--- config.mk ---
export PLATFORM = sky130hd
export DESIGN_NAME = ustep_seq
export DESIGN_NICKNAME = d
export VERILOG_FILES = /design/src/rtl/ustep_pkg.sv /design/src/rtl/ustep_queue.sv /design/src/rtl/ustep_rom.sv /design/src/rtl/ustep_bus_wr.sv /design/src/rtl/ustep_seq.sv
export SDC_FILE = /design/constraint.sdc
export NUM_CORES = 1
export LEC_CHECK = 0
export BUFFER_PORTS_ARGS = -buffer_cell sky130_fd_sc_hd__buf_2
export CORE_MARGIN = 4
export CORE_UTILIZATION = 30
export CTS_BUF_LIST = sky130_fd_sc_hd__clkbuf_4 sky130_fd_sc_hd__clkbuf_8
export DETAILED_ROUTE_END_ITERATION = 12
export PLACE_DENSITY = 0.52
export SLEW_MARGIN = 20
export SYNTH_ARGS = -nofsm -noshare
export SYNTH_HDL_FRONTEND = slang
export SYNTH_SLANG_ARGS = --single-unit
--- constraint.sdc ---
create_clock -name clk -period 2.6 [get_ports clk]
set_input_delay 0.26 -clock clk [delete_from_list [all_inputs] [get_ports clk]]
set_output_delay 0.26 -clock clk [all_outputs]
set_load 0.02 [all_outputs]
--- src/rtl/ustep_pkg.sv ---
package ustep_pkg;

  typedef enum logic [2:0] {
    SQ_LOOK,
    SQ_IDLE,
    SQ_ISSUE1,
    SQ_WAIT1,
    SQ_ISSUE2,
    SQ_WAIT2
  } seq_state_t;

  typedef enum logic [1:0] {
    WP_IDLE,
    WP_SETUP,
    WP_STROBE,
    WP_GAP
  } wphase_t;

  localparam real QUARTER_TURN = 1.5707963267948966;

  // Sign/magnitude phase byte for index idx of a cycle of len samples
  function automatic logic [7:0] phase_byte(input int idx, input int len);
    int  half_len;
    int  quarter_len;
    int  q;
    int  m;
    int  mag;
    real s;
    half_len    = len / 2;
    quarter_len = len / 4;
    q   = idx % half_len;
    m   = (q <= quarter_len) ? q : (half_len - q);
    s   = $sin(QUARTER_TURN * real'(m) / real'(quarter_len));
    mag = $rtoi(127.0 * s + 0.5);
    return {(idx >= half_len), 7'(mag)};
  endfunction

endpackage

--- src/rtl/ustep_queue.sv ---
module ustep_queue #(
  parameter int PEND_W = 2
) (
  input  logic clk,
  input  logic rst,
  input  logic step_i,
  input  logic dir_i,
  input  logic pop,
  output logic avail,
  output logic dir_o
);
  localparam int DEPTH = 1 << PEND_W;
  localparam logic [PEND_W:0] FULL = (PEND_W + 1)'(DEPTH);

  logic              step_q;
  logic [DEPTH-1:0]  dir_mem;
  logic [PEND_W-1:0] wp;
  logic [PEND_W-1:0] rp;
  logic [PEND_W:0]   cnt;
  logic              rise;
  logic              push;
  logic              take;

  assign rise  = step_i & ~step_q;
  assign take  = pop && (cnt != '0);
  assign push  = rise && ((cnt != FULL) || take);
  assign avail = (cnt != '0);
  assign dir_o = dir_mem[rp];

  always_ff @(posedge clk) begin
    if (rst) begin
      step_q <= 1'b0;
      wp     <= '0;
      rp     <= '0;
      cnt    <= '0;
    end else begin
      step_q <= step_i;
      if (push) begin
        dir_mem[wp] <= dir_i;
        wp          <= wp + 1'b1;
      end
      if (take) rp <= rp + 1'b1;
      case ({push, take})
        2'b10:   cnt <= cnt + 1'b1;
        2'b01:   cnt <= cnt - 1'b1;
        default: cnt <= cnt;
      endcase
    end
  end
endmodule

--- src/rtl/ustep_rom.sv ---
module ustep_rom #(
  parameter int POS_W = 5
) (
  input  logic             clk,
  input  logic [POS_W-1:0] addr,
  output logic [7:0]       q_a,
  output logic [7:0]       q_b
);
  import ustep_pkg::*;

  localparam int LEN     = 1 << POS_W;
  localparam int QUARTER = LEN / 4;

  logic [7:0] tbl_a [LEN];
  logic [7:0] tbl_b [LEN];

  for (genvar i = 0; i < LEN; i++) begin : g_tbl
    assign tbl_a[i] = phase_byte(i, LEN);
    assign tbl_b[i] = phase_byte((i + QUARTER) % LEN, LEN);
  end

  always_ff @(posedge clk) begin
    q_a <= tbl_a[addr];
    q_b <= tbl_b[addr];
  end
endmodule

--- src/rtl/ustep_bus_wr.sv ---
module ustep_bus_wr #(
  parameter int SETUP_CYC  = 9,
  parameter int STROBE_CYC = 7,
  parameter int GAP_CYC    = 2
) (
  input  logic       clk,
  input  logic       rst,
  input  logic       start,
  input  logic       ch_in,
  input  logic [7:0] byte_in,
  output logic       cs_n,
  output logic       chan,
  output logic [7:0] data,
  output logic       wr_n,
  output logic       done
);
  import ustep_pkg::*;

  localparam int MAX_AB = (SETUP_CYC > STROBE_CYC) ? SETUP_CYC : STROBE_CYC;
  localparam int MAXC   = (MAX_AB > GAP_CYC) ? MAX_AB : GAP_CYC;
  localparam int CW     = $clog2(MAXC + 1);

  wphase_t       ph;
  logic [CW-1:0] cnt;

  always_ff @(posedge clk) begin
    if (rst) begin
      ph   <= WP_IDLE;
      cnt  <= '0;
      cs_n <= 1'b1;
      wr_n <= 1'b1;
      chan <= 1'b0;
      data <= '0;
      done <= 1'b0;
    end else begin
      done <= 1'b0;
      case (ph)
        WP_IDLE: begin
          if (start) begin
            cs_n <= 1'b0;
            chan <= ch_in;
            data <= byte_in;
            cnt  <= CW'(SETUP_CYC - 1);
            ph   <= WP_SETUP;
          end
        end
        WP_SETUP: begin
          if (cnt == '0) begin
            wr_n <= 1'b0;
            cnt  <= CW'(STROBE_CYC - 1);
            ph   <= WP_STROBE;
          end else begin
            cnt <= cnt - 1'b1;
          end
        end
        WP_STROBE: begin
          if (cnt == '0) begin
            wr_n <= 1'b1;
            cs_n <= 1'b1;
            cnt  <= CW'(GAP_CYC - 1);
            ph   <= WP_GAP;
          end else begin
            cnt <= cnt - 1'b1;
          end
        end
        default: begin
          if (cnt == '0) begin
            done <= 1'b1;
            ph   <= WP_IDLE;
          end else begin
            cnt <= cnt - 1'b1;
          end
        end
      endcase
    end
  end
endmodule

--- src/rtl/ustep_seq.sv ---
module ustep_seq #(
  parameter int POS_W      = 5,
  parameter int PEND_W     = 2,
  parameter int SETUP_CYC  = 9,
  parameter int STROBE_CYC = 7,
  parameter int GAP_CYC    = 2
) (
  input  logic       clk,
  input  logic       rst,
  input  logic       step_i,
  input  logic       dir_i,
  input  logic       mode_i,
  output logic       bus_cs_n,
  output logic       bus_chan,
  output logic [7:0] bus_data,
  output logic       bus_wr_n
);
  import ustep_pkg::*;

  seq_state_t       st;
  logic [POS_W-1:0] pos;
  logic             dual;
  logic             cur_ch;
  logic             turn;

  logic             q_avail;
  logic             q_dir;
  logic             pop;
  logic [7:0]       rom_a;
  logic [7:0]       rom_b;
  logic             wr_start;
  logic             wr_ch;
  logic [7:0]       wr_byte;
  logic             wr_done;

  assign pop      = (st == SQ_IDLE) && q_avail;
  assign wr_start = (st == SQ_ISSUE1) || (st == SQ_ISSUE2);
  assign wr_ch    = (st == SQ_ISSUE2) ? 1'b1 : cur_ch;
  assign wr_byte  = wr_ch ? rom_b : rom_a;

  ustep_queue #(.PEND_W(PEND_W)) i_queue (
    .clk    (clk),
    .rst    (rst),
    .step_i (step_i),
    .dir_i  (dir_i),
    .pop    (pop),
    .avail  (q_avail),
    .dir_o  (q_dir)
  );

  ustep_rom #(.POS_W(POS_W)) i_rom (
    .clk  (clk),
    .addr (pos),
    .q_a  (rom_a),
    .q_b  (rom_b)
  );

  ustep_bus_wr #(
    .SETUP_CYC  (SETUP_CYC),
    .STROBE_CYC (STROBE_CYC),
    .GAP_CYC    (GAP_CYC)
  ) i_bus (
    .clk     (clk),
    .rst     (rst),
    .start   (wr_start),
    .ch_in   (wr_ch),
    .byte_in (wr_byte),
    .cs_n    (bus_cs_n),
    .chan    (bus_chan),
    .data    (bus_data),
    .wr_n    (bus_wr_n),
    .done    (wr_done)
  );

  // Reset enters the lookup state directly, so position 0 is written to both channels
  always_ff @(posedge clk) begin
    if (rst) begin
      st     <= SQ_LOOK;
      pos    <= '0;
      dual   <= 1'b1;
      cur_ch <= 1'b0;
      turn   <= 1'b0;
    end else begin
      case (st)
        SQ_IDLE: begin
          if (q_avail) begin
            pos    <= q_dir ? (pos + 1'b1) : (pos - 1'b1);
            dual   <= ~mode_i;
            cur_ch <= mode_i ? turn : 1'b0;
            if (mode_i) turn <= ~turn;
            st     <= SQ_LOOK;
          end
        end
        SQ_LOOK:   st <= SQ_ISSUE1;
        SQ_ISSUE1: st <= SQ_WAIT1;
        SQ_WAIT1: begin
          if (wr_done) st <= dual ? SQ_ISSUE2 : SQ_IDLE;
        end
        SQ_ISSUE2: st <= SQ_WAIT2;
        SQ_WAIT2: begin
          if (wr_done) st <= SQ_IDLE;
        end
        default:   st <= SQ_IDLE;
      endcase
    end
  end
endmodule

# Word-level counts from Yosys, hierarchy flattened

Memory sizes are Yosys's and may differ from the RTL's. A register that Yosys moved wholly into a read port is not among the register bits.
Index checks and enable logic that the tools add are counted.

Memory bits (read-only): 512
Output and inout bits: 11
Memories: 2
Register bits: 41

Memory list:

| memory          | words | width | read ports | clocked after Yosys merged registers in | write ports | RTL line        | RTL |
|---|---|---|---|---|---|---|---|
| (no name shown) | 32    | 8     | 1          | 1                                       | 0           | ustep_rom.sv:24 | `q_b <= tbl_b[addr];` |
| (no name shown) | 32    | 8     | 1          | 1                                       | 0           | ustep_rom.sv:23 | `q_a <= tbl_a[addr];` |

$lt $le $gt $ge: 3
Eq/ne operators: 17
Multiplexer cells: 31
Add/subtract/negate cells: 7
Bitwise gates (word level): 6
Reduce and logical (&&, ||, !) cells: 24

Operators by type and width:

| cell                                                                  | number |
|---|---|
| 3-bit case mux with 6 select lines                                    | 1 |
| 4-bit two-way mux                                                     | 4 |
| 3-bit two-way mux                                                     | 4 |
| 4-bit case mux with 3 select lines                                    | 1 |
| 3-bit AND reduction                                                   | 4 |
| 2-bit by 1-bit != test with 1-bit output (second input constant)      | 5 |
| 1-bit two-way mux                                                     | 8 |
| 2-bit two-way mux                                                     | 4 |
| 8-bit two-way mux                                                     | 1 |
| 2-bit AND reduction                                                   | 4 |
| 2-bit nonzero test                                                    | 4 |
| 3-bit by 2-bit == test with 1-bit output (second input constant)      | 2 |
| 3-bit == test (second input constant)                                 | 2 |
| 2-bit by 3-bit < comparator with 1-bit output (second input constant) | 2 |
| 5-bit inverter with 6-bit output                                      | 1 |
| 2-bit case mux with 3 select lines                                    | 1 |
| 3-bit case mux with 2 select lines                                    | 1 |
| 5-bit by 1-bit adder with 5-bit output (second input constant)        | 1 |
| 5-bit two-way mux                                                     | 1 |
| 5-bit by 1-bit subtractor with 5-bit output (second input constant)   | 1 |
| 2-bit by 1-bit adder with 2-bit output (second input constant)        | 2 |
| 4-bit bitwise mux                                                     | 1 |
| 2-bit by 1-bit == test with 1-bit output (second input constant)      | 2 |
| 2-bit == test (second input constant)                                 | 2 |
| other kinds (21)                                                      | 29 |

# Logic depth before layout (Yosys ltp)

Gate-level depths: netlist (run 1).

Word-level depth: 7
Depth in mapped cells: 9
Mapped depth without buffers: 8

# Cells and area by module

From an unflattened synthesis (run 1), not the netlist that was laid out.

Cells, all modules: 335
Area total of the unflattened synthesis: 3009.1 µm²

Modules (own cells, without submodules):

| module       | cells an instance | times used | area an instance (µm²) |
|---|---|---|---|
| ustep_bus_wr | 115               | 1          | 923.4 |
| ustep_rom    | 79                | 1          | 772.0 |
| ustep_seq    | 80                | 1          | 674.4 |
| ustep_queue  | 61                | 1          | 639.4 |

# Least setup slack after synthesis (run 1)

No wires, ideal clock.

Kind: register to register
From: register st[2]
To: register i_queue.cnt[2]
Period minus slack after synthesis: 2554 ps
Stages on the path, launching flop included: 10
Setup time: 71 ps
Slack: 46 ps
Data arrival time: 2484 ps
Data required time: 2530 ps
Cell sequence: dfxtp_1 > buf_4 > or3b_4 > a311oi_4 > inv_2 > ha_1 > fa_1 > xnor2_1 > or3_1 > a21oi_1

Cells in the longest elaborated chain, start to end: 7
Elaborated cells on any way between the ends: 9
Classes of those cells: eq/ne (3); mux (1); reduce/logical (5)

Ends and longest elaborated chain:

| what                                                                      | RTL line          | RTL |
|---|---|---|
| start, declared                                                           | ustep_seq.sv:20   | `seq_state_t st;` |
| start signal, assigned                                                    | ustep_seq.sv:97   | `if (wr_done) st <= dual ? SQ_ISSUE2 : SQ_IDLE;` |
| 3-bit by 1-bit == test with 1-bit output (*)                              | ustep_seq.sv:36   | `assign pop = (st == SQ_IDLE) && q_avail;` |
| 1-bit logical AND (*)                                                     | ustep_seq.sv:36   |  |
| 1-bit logical AND (*)                                                     | ustep_queue.sv:25 | `assign take = pop && (cnt != '0);` |
| 1-bit logical OR                                                          | ustep_queue.sv:26 | `assign push = rise && ((cnt != FULL) \|\| take);` |
| 1-bit logical AND                                                         | ustep_queue.sv:26 |  |
| 2-bit by 1-bit == test with 1-bit output or 2-bit == test (tied branches) | ustep_queue.sv:43 | `case ({push, take})` |
| 3-bit case mux with 2 select lines or 2-bit nonzero test (tied branches)  | -                 |  |
| end signal, assigned                                                      | ustep_queue.sv:44 | `2'b10: cnt <= cnt + 1'b1;` |
| end signal, assigned                                                      | ustep_queue.sv:45 | `2'b01: cnt <= cnt - 1'b1;` |
| end signal, assigned                                                      | ustep_queue.sv:46 | `default: cnt <= cnt;` |
| end, declared                                                             | ustep_queue.sv:19 | `logic [PEND_W:0] cnt;` |

Mark *: on every way between the ends. The rest lies on a longest branch, timed or not.
A chain may end at the register's enable or synchronous reset.

# Worst setup path after layout (run 1)

From: register st[1]
To: register i_queue.cnt[2]

The elaborated chain is that of the path after synthesis.

==> results.md, run 1 <==
Drt:
- The starting DRC count in detailed routing is 62.
- The post-detailed-route count of antenna-violating nets is 0.
- The number of vias in the routed layout is 2,023.
- The average wire per standard cell is 11.5 um.
- For this block, the routed nets add up to 4.96 mm of wire.
- Before antenna repair, the detailed router went through 4 iterations.
- The per-cell via count in the routed design is 4.67.
- In the routed design, unresolved DRC markers number 0.

Global route:
- The pin count of the biggest net entering global routing is 27.
- The first global-routing pass estimated 8.85 mm of wire.
- The global router's overall resource usage is 10.0%.
- Global routing finished with a remaining overflow of 0.
- The number of antenna violations at the first check in global routing was 0.
- The via count of the first global-routing pass came to 1,927.

STA:
- The slew at the pin with the worst max-slew slack is 0.650 ns.
- The summed negative setup slack over all endpoints is 0 ns.
- For the final database, setup skew stands at 0.0131 ns.
- The clock period could shrink to 2.45 ns.
- The count of final hold-check violations is 0.
- Setup repair after global routing left no endpoint under its margin.
- The worst path meets setup with 0.155 ns of slack.
- Headroom to the max-slew limit came out at 56.5%.
- Setup violations remaining at the end of the flow were counted as 0.
- The fraction of the cycle the final worst path needs is 94.0%.
- The highest clock rate is 409 MHz.
- The worst hold slack after final layout is 0.152 ns.
- The number of max-slew violations in the final report came to 0.

Synthesis:
- The most common cell in the netlist is sky130_fd_sc_hd__dfxtp_1.
- For this run, the register share of the synthesized area comes to 42.4%.
- After synthesis, the share of cell area in mux cells is 5.83%.
- The number of enable flip-flop cells after synthesis is 4.
- The synthesized-area fraction occupied by and/or/nand/nor cells is 15.4%.
- Summing the areas of all compound-gate instances in the mapped netlist gives 16.6% of the synthesized area.
- In the post-synthesis netlist, the biggest area contributors are sky130_fd_sc_hd__dfxtp_1 (38%), sky130_fd_sc_hd__ha_1 (9.0%), sky130_fd_sc_hd__nor2_1 (5.3%), sky130_fd_sc_hd__mux2i_1 (5.0%), sky130_fd_sc_hd__a21oi_1 (4.8%).
- After Yosys synthesis, XOR and XNOR cells account for 4.08% of the synthesized area.
- The net count of the mapped netlist is 326.
- After synthesis the netlist holds a flip-flop and latch count of 57.
- The prevailing post-synth register cell is sky130_fd_sc_hd__dfxtp_1.
- The mapped netlist covers 2790 um^2.
- A synthesized cell averages 9.32 um^2.
- During synthesis, Yosys emitted a total of 0 warnings.
- The cell count after synthesis is 299.
- Of all cell types, the one taking the most synthesized area is sky130_fd_sc_hd__dfxtp_1.
- Synthesis instantiated 50 different standard cells from the library.
- The area share of fa/ha/maj cells after synthesis is 10.4%.
- Ranked by instance count, the synthesized netlist is headed by sky130_fd_sc_hd__dfxtp_1 (53), sky130_fd_sc_hd__nor2_1 (39), sky130_fd_sc_hd__a21oi_1 (27).
- The share of the synthesized area in the top cell type is 38.1%.
- The dominant combinational cell family by area after synthesis is compound AO/OA/AOI/OAI gates.
- For this run, asynchronously set or reset flops after synthesis account for 0%.

Power and ir drop:
- The internal power component is 1.80 mW.
- The reported leakage power is 1.31 nW.
- VDD sags by at most 0.236 mV.
- The total power consumption of the routed design is 2.77 mW.
- Combinational logic burns 33.3% of the power.
- The sequential group share of total power is 40.4%.
- The total power divided by cell area is 874 nW/um^2.
- The net switching component of the power is 978 uW.
- Of the total power, the clock network draws 26.3%.
- Of the total power, the share spent switching nets is 35.3%.

Setup path:
- The type of origin of the critical path is a flip-flop.
- The most critical setup path has its endpoint at i_queue.cnt[2].
- The required time reported for the critical path endpoint is 2.86 ns.
- The type of the worst setup path is flip-flop to flip-flop.
- The arrival time reported for the critical path endpoint is 2.71 ns.
- The end of the worst register-to-register path is i_queue.cnt[2].
- In this run the worst path has a maximum fanout of 4.
- The startpoint of the worst-slack reg-to-reg timing path is st[1].
- The critical path launch point is st[1].
- STA classifies the critical path endpoint as a flip-flop.
- The register-to-register setup slack is 0.15 ns.
- The length in cells of the worst reg-to-reg path is 8.

CTS:
- In this run, post-CTS hold repair placed 0 buffers.
- Clock latency on the worst-skew pair, taken at its later pin, is 0.33 ns.
- The H-tree depth is 3.
- After clock tree synthesis, the setup repair step added 0 buffers.
- Clock tree synthesis inserted a total of 9 buffers.
- The clock tree from TritonCTS is built.
- Post-CTS repair changed the size of 0 cells.
- The master cell of the clock root buffer is sky130_fd_sc_hd__clkbuf_8.
- After clock tree synthesis, the clock-pin slew on the worst setup and hold paths is 0.06 ns.
- The clock passes through at most 2 buffers.
- The clock sink count is 57.

Finish:
- The finished cells cover 3180 um^2.
- The final core utilization is 35.7%.
- The net count reported at finish is 347.
- The non-filler instance count after layout is 433.
- After filler insertion, the fill cell instance count of the layout stands at 935.
- From synthesis to final layout, the design area changed by 13.9%.
- The number of antenna diodes in the final layout is 0.
- The fraction of final layout cells with drive strength greater than 1 is 16.6%.

Floorplan:
- The effective utilization at floorplan is 31.4%.
- The number of I/O pins is 16.
- The die width is 104 um.
- The initialized floorplan defines 34 standard-cell rows.
- The die is 104 um tall.
- The die covers 10,900 um^2.
- The region available for standard cell placement spans 8890 um^2.

Outcome:
- The flow ran to the end, and the final reports show no timing, DRC or antenna violations.

Placement:
- The count of placed standard cells including taps is 417.
- The total cell area at the placement stage is 3000 um^2.
- The final weighted congestion of routability-driven global placement is 0.752.
- Detailed placement finished with a half-perimeter wire length of 3.47 mm.
- The number of port buffers is 15.
- OpenSTA, run right after detailed placement, puts the worst setup slack at 0.106 ns.

Worst hold path:
- The min-delay analysis places its worst path in the category primary input to flip-flop.
- In this run the most critical hold path is launched from dir_i.

Run:
- The number of max-cap violations is 0.
[critical path: stages, from the launching register on]
cell and delay [ns]:
sky130_fd_sc_hd__dfxtp_1 0.34, sky130_fd_sc_hd__or3b_4 0.42, sky130_fd_sc_hd__a311oi_4 0.26, sky130_fd_sc_hd__inv_2 0.10, sky130_fd_sc_hd__ha_1 0.25, sky130_fd_sc_hd__fa_1 0.44
sky130_fd_sc_hd__xnor2_1 0.14, sky130_fd_sc_hd__or3_1 0.30, sky130_fd_sc_hd__a21oi_1 0.13
[registers in the layout, summed over array words and instances (netlist names)]
name	count
i_queue.wp	2
i_queue.step_q	1
i_queue.rp	2
cur_ch	1
i_bus.cs_n	1
i_bus.cnt	4
i_bus.chan	1
dual	1
i_bus.wr_n	1
i_bus.ph	2
i_bus.data	8
i_queue.cnt	3
i_bus.done	1
turn	1
i_rom.q_b	8
st	3
pos	5
i_rom.q_a	8
i_queue.dir_mem	4
[power groups by stage]
stage	Sequential, mW	Combinational (mW)	Clock [mW]
after floorplan	1.19	0.675	0
after global placement	1.14	0.930	0
after detailed placement	1.14	0.932	0
after CTS	1.12	0.937	0.765
after global routing	1.14	1.05	0.799
final	1.12	0.925	0.728
[cells by family after synthesis]
group / count (synthesis)
AND/OR/NAND/NOR: 86
AO/OA/AOI/OAI: 72
flip-flops: 57
buffers and inverters: 34
adder cells (fa/ha/maj): 22
multiplexers: 15
XOR/XNOR: 13
[metal layers]
metal | vias up | part of all wire [%] | track usage [%] | routed length (um)
li1 | 1074 | - | - | -
met1 | 914 | 51 | 12.6 | 2530
met2 | 24 | 43 | 15.1 | 2130
met3 | 11 | 3.6 | 3.54 | 180
met4 | 0 | 2.4 | 5.03 | 119
met5 | - | 0 | 0 | 0
[layout by cell type (no fill, tap or decap), drive strengths merged, types with 4 or more instances in the layout]
cell type	synthesis	layout
nor2	41	41
clkbuf	10	11
buf	6	26
a31oi	6	6
nand2	14	14
o21ai	15	15
dfxtp	53	53
nor3	5	5
a21oi	27	27
edfxtp	4	4
ha	20	20
mux2i	14	14
a211oi	13	13
and2	4	4
xor2	4	4
nand2b	5	5
xnor2	9	9
clkinv	0	4
inv	18	18
nor3b	4	4
[cell type report]
| type | count | area [um^2] | area share [%] |
|---|---|---|---|
| timing repair buffer | 26 | 158 | 4.96 |
| multi-input combinational | 208 | 1460 | 45.9 |
| inverter | 18 | 67.6 | 2.13 |
| sequential | 57 | 1180 | 37.2 |
| clock buffer | 11 | 145 | 4.57 |
| clock inverter | 5 | 31.3 | 0.985 |
| tap | 108 | 135 | 4.26 |
[how the worst min path moves through the flow]
stage               depth (start not counted)            endpoint  slack [ns]
floorplan                                   0  i_queue.dir_mem[0]        0.36
global placement                            0        i_rom.q_a[7]        0.38
detailed placement                          0        i_rom.q_a[7]        0.39
CTS                                         1  i_queue.dir_mem[0]        0.13
global route                                1  i_queue.dir_mem[0]        0.14
finish                                      1  i_queue.dir_mem[0]        0.15
Power figures use the tool's default switching activity.
==> run 2: changes to the inputs <==
--- a/config.mk
+++ b/config.mk
@@ -5,7 +5,9 @@
 export SDC_FILE = /design/constraint.sdc
 export NUM_CORES = 1
 export LEC_CHECK = 0
+export ABC_AREA = 1
 export BUFFER_PORTS_ARGS = -buffer_cell sky130_fd_sc_hd__buf_2
+export CORE_ASPECT_RATIO = 1.4
 export CORE_MARGIN = 4
 export CORE_UTILIZATION = 30
 export CTS_BUF_LIST = sky130_fd_sc_hd__clkbuf_4 sky130_fd_sc_hd__clkbuf_8
==> results.md, run 2 <==
Placement:
- The number of port buffers is 15 (unchanged).
- The final weighted congestion of routability-driven global placement came to 0.760 (was 0.752).
- The half-perimeter wire length after detailed placement is 3.80 mm (was 3.47 mm).

STA:
- Unrepaired setup endpoints after global routing: false (unchanged).
- The remaining max-slew budget at the tightest pin came to 63.1% (was 56.5%).
- The count of final hold-check violations came to 0 (unchanged).
- The fraction of the cycle the final worst path needs is 82.8% (was 94.0%).
- The number of max-slew violations in the final report was 0 (unchanged).
- The clock period minus final worst setup slack came to 2.15 ns (was 2.45 ns).
- The highest clock rate is 465 MHz (was 409 MHz).
- The clock skew after layout is 0.00749 ns (was 0.0131 ns).
- The summed negative setup slack over all endpoints is 0 ns (unchanged).
- The count of endpoints failing setup in the final report is 0 (unchanged).
- The slew at the pin with the worst max-slew slack is 0.553 ns (was 0.650 ns).

Outcome:
- Outcome: complete, no violations (unchanged).

Floorplan:
- The total number of placement rows came to 42 (was 34).
- The height of the chip came to 125 um (was 104 um).
- The area of the core region was 9510 um^2 (was 8890 um^2).
- The number of I/O pins is 16 (unchanged).
- The die width is 91.4 um (was 104 um).
- The die area is 11,400 um^2 (was 10,900 um^2).
- The effective utilization at floorplan is 30.7% (was 31.4%).

Global route:
- The pin count of the biggest net entering global routing was 21 (was 27).
- The global-route wire length before repair is 9.58 mm (was 8.85 mm).
- The met3 usage in global routing is 2.66% (was 3.54%).
- The global router's overall resource usage is 10.2% (was 10.0%).
- The met1 usage is 12.4% (was 12.6%).
- The met2 track demand over resource was 16.2% (was 15.1%).
- The global-route congestion overflow total was 0 (unchanged).
- The via count of the first global-routing pass is 2,208 (was 1,927).
- The number of antenna violations at the first check in global routing is 0 (unchanged).
- The most used routing layer in global routing was met2 (unchanged).

Drt:
- The average wire per standard cell is 9.87 um (was 11.5 um).
- The starting DRC count in detailed routing was 89 (was 62).
- The count of TritonRoute iterations in the first routing pass is 5 (was 4).
- The number of vias in the routed layout came to 2,277 (was 2,023).
- The total DRC errors in the routed layout is 0 (unchanged).
- The per-cell via count in the routed design is 4.30 (was 4.67).
- The post-detailed-route count of antenna-violating nets is 0 (unchanged).
- The wire length reported by the detailed router is 5.23 mm (was 4.96 mm).

Finish:
- The final core utilization is 35.3% (was 35.7%).
- The antenna diode count is 0 (unchanged).
- The most common cell after layout, fill and taps aside is sky130_fd_sc_hd__nand2_1 (was sky130_fd_sc_hd__dfxtp_1).
- Largest registers ranked by flip-flop count: i_bus.data: 8 flops, i_rom.q_a: 8 flops, i_rom.q_b: 8 flops (unchanged).
- Commonest cells after routing, fill and taps aside: sky130_fd_sc_hd__nand2_1 (75), sky130_fd_sc_hd__dfxtp_1 (53), sky130_fd_sc_hd__inv_1 (50) (was sky130_fd_sc_hd__dfxtp_1 (53), sky130_fd_sc_hd__nor2_1 (39), sky130_fd_sc_hd__a21oi_1 (27)).
- The growth of design area from synthesis to finish is 14.8% (was 13.9%).
- The fraction of final layout cells with drive strength greater than 1 came to 16.1% (was 16.6%).
- The net count reported at finish is 420 (was 347).

CTS:
- The H-tree depth is 3 (unchanged).
- The clock tree from TritonCTS is built (unchanged).
- The clock tree buffer depth is 2 (unchanged).
- The number of buffers added to fix hold violations after cts came to 0 (unchanged).
- The post-CTS setup buffer count is 0 (unchanged).
- The count of cells resized by post-cts repair is 0 (unchanged).
- The master cell of the clock root buffer is sky130_fd_sc_hd__clkbuf_8 (unchanged).
- The register clock-pin slew on the reported worst setup and hold paths was 0.07 ns (was 0.06 ns).
- The clock sink count is 57 (unchanged).
- The clock latency reported for the late side of the worst-skew pair is 0.33 ns (about the same).
- The number of buffers created by CTS is 9 (unchanged).

Synthesis:
- The net count of the mapped netlist is 401 (was 326).
- The share of synthesized flip-flops with an asynchronous set or reset is 0% (unchanged).
- Top cells by area, synth: sky130_fd_sc_hd__dfxtp_1 (36%), sky130_fd_sc_hd__nand2_1 (9.6%), sky130_fd_sc_hd__ha_1 (8.6%), sky130_fd_sc_hd__inv_1 (6.4%), sky130_fd_sc_hd__o21ai_0 (5.3%) (was sky130_fd_sc_hd__dfxtp_1 (38%), sky130_fd_sc_hd__ha_1 (9.0%), sky130_fd_sc_hd__nor2_1 (5.3%), sky130_fd_sc_hd__mux2i_1 (5.0%), sky130_fd_sc_hd__a21oi_1 (4.8%)).
- The number of synthesized register bits is 57 (unchanged).
- The most common cell in the netlist is sky130_fd_sc_hd__nand2_1 (was sky130_fd_sc_hd__dfxtp_1).
- The yosys synthesis warning count was 0 (unchanged).
- The post-synthesis cell type count was 34 (was 50).
- The share of the synthesized area in the top cell type is 36.3% (was 38.1%).
- The area of the mapped netlist is 2920 um^2 (was 2790 um^2).
- List of most frequent post-synthesis cells: sky130_fd_sc_hd__nand2_1 (75), sky130_fd_sc_hd__dfxtp_1 (53), sky130_fd_sc_hd__inv_1 (50) (was sky130_fd_sc_hd__dfxtp_1 (53), sky130_fd_sc_hd__nor2_1 (39), sky130_fd_sc_hd__a21oi_1 (27)).
- The average footprint of a synthesized cell is 7.81 um^2 (was 9.32 um^2).
- The number of enable flip-flop cells after synthesis is 4 (unchanged).
- The leading area contributor after synthesis was sky130_fd_sc_hd__dfxtp_1 (unchanged).
- The prevailing post-synth register cell is sky130_fd_sc_hd__dfxtp_1 (unchanged).
- The cell count after synthesis is 374 (was 299).
- The sequential share of the synthesized area was 40.4% (was 42.4%).

Worst hold path:
- The path category of the worst min-delay check is primary input to flip-flop (unchanged).

Setup path:
- The type of origin of the critical path is a flip-flop (unchanged).
- The length in cells of the worst reg-to-reg path is 8 (unchanged).
- The required time reported for the critical path endpoint is 2.86 ns (about the same).
- The startpoint of the worst-slack reg-to-reg timing path is i_queue.cnt[0] (was st[1]).
- By instance count, the cell type seen most on the critical path is sky130_fd_sc_hd__a21oi_1.
- Cell-by-cell listing of the critical path: nor3_1 > nor2_2 > ha_1 > fa_1 > a21oi_1 > o21a_1 > o21ai_0 > a21oi_1 (was or3b_4 > a311oi_4 > inv_2 > ha_1 > fa_1 > xnor2_1 > or3_1 > a21oi_1).
- The critical-path cell with the highest stage delay is sky130_fd_sc_hd__fa_1 (unchanged).
- The critical path launch point was i_queue.cnt[0] (was st[1]).
- The nature of the critical path endpoint is a flip-flop (unchanged).
- The register-to-register setup slack came to 0.45 ns (was 0.15 ns).
- The arrival time reported for the critical path endpoint is 2.41 ns (was 2.71 ns).
- The end of the worst register-to-register path is i_queue.cnt[2] (unchanged).
- The highest cell delay on the worst timing path was 0.45 ns (was 0.44 ns).
- The type of the worst setup path is flip-flop to flip-flop (unchanged).
- The capture point of the critical path was i_queue.cnt[2] (unchanged).
- The highest net fanout along the worst path is 14 (was 4).

Power and ir drop:
- The fraction of power spent switching nets is 37.2% (was 35.3%).
- The net switching component of the power was 1.30 mW (was 978 uW).
- The internal power component is 2.20 mW (was 1.80 mW).
- The total power divided by cell area is 1040 nW/um^2 (was 874 nW/um^2).
- The proportion of power drawn by the clock network is 27.7% (was 26.3%).
- The combinational cell fraction of total power is 36.4% (was 33.3%).
- The maximum vdd drop is 0.339 mV (was 0.236 mV).
- The total power consumption of the routed design is 3.50 mW (was 2.77 mW).
- The sequential group share of total power was 35.9% (was 40.4%).
- The reported leakage power is 1.56 nW (was 1.31 nW).

Run:
- The number of max-cap violations is 0 (unchanged).
==> run 2: kinds of logic (layout without fill, tap and decap cells) <==
logic type	Yosys count	in the layout	share of synthesized area [%]
flip-flops	57	57	40.4
AND/OR/NAND/NOR	155	155	24.4
XOR/XNOR	4	4	1.20
AO/OA/AOI/OAI	71	71	14.6
adder cells (fa/ha/maj)	22	22	9.93
buffers and inverters	65	89	9.42
==> run 2: power by group through the flow <==
stage	clock [mW]	sequential, mW	combinational (mW)
floorplan	0	1.34	0.988
global placement	0	1.27	1.27
detailed placement	0	1.28	1.29
CTS	1.00	1.26	1.29
global route	1.04	1.29	1.47
finish	0.967	1.26	1.27
==> run 2: critical path: cells and delay by family, from the launching register on <==
| kind | cells | cell delay [ns] |
|---|---|---|
| AO/OA/AOI/OAI | 4 | 0.51 |
| AND/OR/NAND/NOR | 2 | 0.50 |
| adder cells (fa/ha/maj) | 2 | 0.72 |
| flip-flops | 1 | 0.36 |
==> run 2: metrics by stage <==
step	cell area [um^2]	instances	hold slack (ns)	worst slack [ns]
after floorplan	2920	374	0.359	0.617
after global placement	3120	514	0.393	0.546
after detailed placement	3120	514	0.398	0.447
after CTS	3350	530	0.128	0.433
after global routing	3350	530	0.148	0.263
final	3350	530	0.143	0.448
==> run 2: per-layer routing <==
metal / up-vias / share of wire [%]
met5: - / 0
met4: 0 / 2.3
met3: 9 / 2.9
met2: 29 / 46
met1: 1000 / 49
li1: 1239 / -
==> run 2: final cells by class <==
type / count / area, um^2
clock inverters: 4 / 73.8
repair buffers: 17 / 90.1
fillers: 971 / 6160
inverters: 56 / 213
flip-flops and latches: 57 / 1180
well taps: 132 / 165
clock buffers: 12 / 165
multi-input cells: 252 / 1470
==> run 2: how the worst min path moves through the flow <==
stage | start | endpoint | cells past startpoint
floorplan | dir_i | i_queue.dir_mem[0] | 0
global placement | pos[4] | i_rom.q_a[7] | 0
detailed placement | pos[4] | i_rom.q_a[7] | 0
CTS | step_i | i_queue.step_q | 3
global route | dir_i | i_queue.dir_mem[2] | 1
finish | step_i | i_queue.step_q | 3
==> run 3: changes to the inputs <==
--- a/config.mk
+++ b/config.mk
@@ -12,7 +12,7 @@
 export CORE_UTILIZATION = 30
 export CTS_BUF_LIST = sky130_fd_sc_hd__clkbuf_4 sky130_fd_sc_hd__clkbuf_8
 export DETAILED_ROUTE_END_ITERATION = 12
-export PLACE_DENSITY = 0.52
+export PLACE_DENSITY = 0.5
 export SLEW_MARGIN = 20
 export SYNTH_ARGS = -nofsm -noshare
 export SYNTH_HDL_FRONTEND = slang
==> constraint.sdc (replaced) <==
create_clock -name clk -period 2 [get_ports clk]
set_input_delay 0.2 -clock clk [delete_from_list [all_inputs] [get_ports clk]]
set_output_delay 0.2 -clock clk [all_outputs]
set_load 0.02 [all_outputs]
==> results.md, run 3 (synthesis gave the netlist of run 2 again) <==
Setup path:
- The required time reported for the critical path endpoint was 2.28 ns (was 2.86 ns).
- Cell-by-cell listing of the critical path: nor2_1 > nand3_2 > nand2_1 > ha_2 > fa_1 > a21oi_1 > o21a_1 > o21ai_0 > a21oi_1 (was nor3_1 > nor2_2 > ha_1 > fa_1 > a21oi_1 > o21a_1 > o21ai_0 > a21oi_1).
- The type of origin of the critical path is a flip-flop (unchanged).
- The highest net fanout along the worst path came to 4 (was 14).
- The arrival time reported for the critical path endpoint was 2.11 ns (was 2.41 ns).
- The highest cell delay on the worst timing path is 0.43 ns (was 0.45 ns).
- The nature of the critical path endpoint is a flip-flop (unchanged).
- The length in cells of the worst reg-to-reg path is 9 (was 8).
- The critical-path cell with the highest stage delay is sky130_fd_sc_hd__fa_1 (unchanged).
- The cell repeated most along the worst path is sky130_fd_sc_hd__a21oi_1 (unchanged).
- The type of the worst setup path is flip-flop to flip-flop (unchanged).

STA:
- The clock skew after layout came to 0.00669 ns (was 0.00749 ns).
- The fraction of the cycle the final worst path needs is 91.9% (was 82.8%).
- Unrepaired setup endpoints after global routing: false (unchanged).
- The worst hold slack after final layout was 0.0719 ns (was 0.143 ns).
- The clock period minus final worst setup slack was 1.84 ns (was 2.15 ns).
- The remaining max-slew budget at the tightest pin is 74.7% (was 63.1%).
- The slew at the pin with the worst max-slew slack came to 0.378 ns (was 0.553 ns).
- The count of endpoints failing setup in the final report came to 0 (unchanged).
- The number of max-slew violations in the final report is 0 (unchanged).
- The highest clock rate came to 544 MHz (was 465 MHz).
- The summed negative setup slack over all endpoints was 0 ns (unchanged).
- The count of final hold-check violations came to 0 (unchanged).

Drt:
- The starting DRC count in detailed routing is 62 (was 89).
- The wire length reported by the detailed router is 5.40 mm (was 5.23 mm).
- The post-detailed-route count of antenna-violating nets came to 0 (unchanged).
- The number of vias in the routed layout is 2,305 (was 2,277).
- The per-cell via count in the routed design is 4.28 (was 4.30).
- The total DRC errors in the routed layout is 0 (unchanged).
- The average wire per standard cell is 10.0 um (was 9.87 um).
- The count of TritonRoute iterations in the first routing pass came to 4 (was 5).

Finish:
- Commonest cells after routing, fill and taps aside: sky130_fd_sc_hd__nand2_1 (75), sky130_fd_sc_hd__dfxtp_1 (53), sky130_fd_sc_hd__inv_1 (50) (unchanged).
- The final cell area excluding filler cells is 3420 um^2 (was 3350 um^2).
- The most common cell after layout, fill and taps aside is sky130_fd_sc_hd__nand2_1 (unchanged).
- The fraction of final layout cells with drive strength greater than 1 is 18.7% (was 16.1%).
- Largest registers ranked by flip-flop count: i_bus.data: 8 flops, i_rom.q_a: 8 flops, i_rom.q_b: 8 flops (unchanged).
- The growth of design area from synthesis to finish is 17.1% (was 14.8%).
- The area of the multi-input gates was 1480 um^2 (was 1470 um^2).
- The net count reported at finish is 429 (was 420).
- The number of inserted filler cells in the final layout is 995 (was 971).
- The antenna diode count is 0 (unchanged).
- The register area was 1180 um^2 (unchanged).

Power and ir drop:
- The reported leakage power came to 1.60 nW (was 1.56 nW).
- The maximum vdd drop is 0.339 mV (about the same).
- The proportion of power drawn by the clock network is 27.0% (was 27.7%).
- The total power consumption of the routed design is 4.58 mW (was 3.50 mW).
- The internal power component is 2.81 mW (was 2.20 mW).
- The sequential group share of total power came to 35.0% (was 35.9%).
- The fraction of power spent switching nets was 38.6% (was 37.2%).
- The total power divided by cell area is 1340 nW/um^2 (was 1040 nW/um^2).
- The net switching component of the power is 1.77 mW (was 1.30 mW).
- The combinational cell fraction of total power is 37.9% (was 36.4%).

CTS:
- The clock sink count is 57 (unchanged).
- The number of buffers created by CTS was 9 (unchanged).
- The clock tree from TritonCTS is built (unchanged).
- The clock tree buffer depth came to 2 (unchanged).
- The master cell of the clock root buffer is sky130_fd_sc_hd__clkbuf_8 (unchanged).
- The register clock-pin slew on the reported worst setup and hold paths is 0.07 ns (about the same).
- The H-tree depth came to 3 (unchanged).
- The clock latency reported for the late side of the worst-skew pair is 0.34 ns (was 0.33 ns).

Global route:
- The global-route wire length before repair was 9.14 mm (was 9.58 mm).
- The number of antenna violations at the first check in global routing is 0 (unchanged).
- The via count of the first global-routing pass came to 2,119 (was 2,208).
- The global router's overall resource usage is 9.98% (was 10.2%).
- The global-route congestion overflow total came to 0 (unchanged).
- The pin count of the biggest net entering global routing is 21 (unchanged).

Worst hold path:
- The path category of the worst min-delay check is primary input to flip-flop (unchanged).
- The number of instances on the worst hold path was 3 (unchanged).

Outcome:
- Outcome: complete, no violations (unchanged).

Floorplan:
- The effective utilization at floorplan came to 30.7% (unchanged).
- The die width is 91.4 um (unchanged).
- The total number of placement rows is 42 (unchanged).
- The die area is 11,400 um^2 (unchanged).
- The area of the core region came to 9510 um^2 (unchanged).
- The height of the chip is 125 um (unchanged).
- The number of I/O pins is 16 (unchanged).

Run:
- The number of max-cap violations is 0 (unchanged).

Placement:
- The total cell area at the placement stage is 3180 um^2 (was 3120 um^2).
- The final weighted congestion of routability-driven global placement is 0.759 (was 0.760).
- The half-perimeter wire length after detailed placement is 3.91 mm (was 3.80 mm).
- The number of port buffers is 15 (unchanged).
[run 3: routing by layer]
layer | track usage [%] | share of wire, %
met2 | 16.2 | 48
met3 | 3.63 | 3.2
met1 | 11.3 | 47
met5 | 0 | 0
met4 | 5.33 | 1.7
[run 3: layout make-up]
type                    count  share of cell area [%]
multi-input cells         252                    43.2
clock buffers               9                    3.62
well taps                 132                    4.83
flip-flops and latches     57                    34.5
clock inverters             7                    3.00
inverters                  56                    6.22
repair buffers             26                    4.61
[run 3: final timing paths]
kind / endpoint / startpoint / slack (ns)
worst min register to register: i_rom.q_a[7] / pos[4] / 0.40
worst max register to register: i_queue.cnt[2] / i_queue.cnt[1] / 0.16
worst min-delay path: i_queue.step_q / step_i / 0.07
worst max-delay path: i_queue.cnt[2] / i_queue.cnt[1] / 0.16
[run 3: what timing repair did]
action | CTS | global route
hold buffers | 0 | 0
endpoints found under the setup margin | 0 | 1
setup buffers | 0 | 1
gates resized for setup | 0 | 3
[run 3: per-stage QoR]
step | utilization, % | std cells | setup slack (ns)
floorplan | - | 374 | 0.0169
CTS | 35.8 | 538 | 0.0649
detailed placement | 33.4 | 522 | 0.0913
global route | 36.0 | 539 | 0.00882
finish | 36.0 | 539 | 0.163
global placement | 33.4 | 522 | 0.120
[run 3: worst max-delay path: cells and delay by family, from the launching register on]
family,cells,cell delay [ns]
compound gates,4,0.46
fa+ha+maj,2,0.65
flops,1,0.41
simple gates,3,0.24
[run 3: power by group through the flow]
stage	clock network, mW	registers (mW)	logic, mW
final	1.24	1.61	1.74
after global routing	1.33	1.64	1.99
after CTS	1.29	1.61	1.75
after detailed placement	0	1.63	1.74
after global placement	0	1.63	1.72
after floorplan	0	1.74	1.28
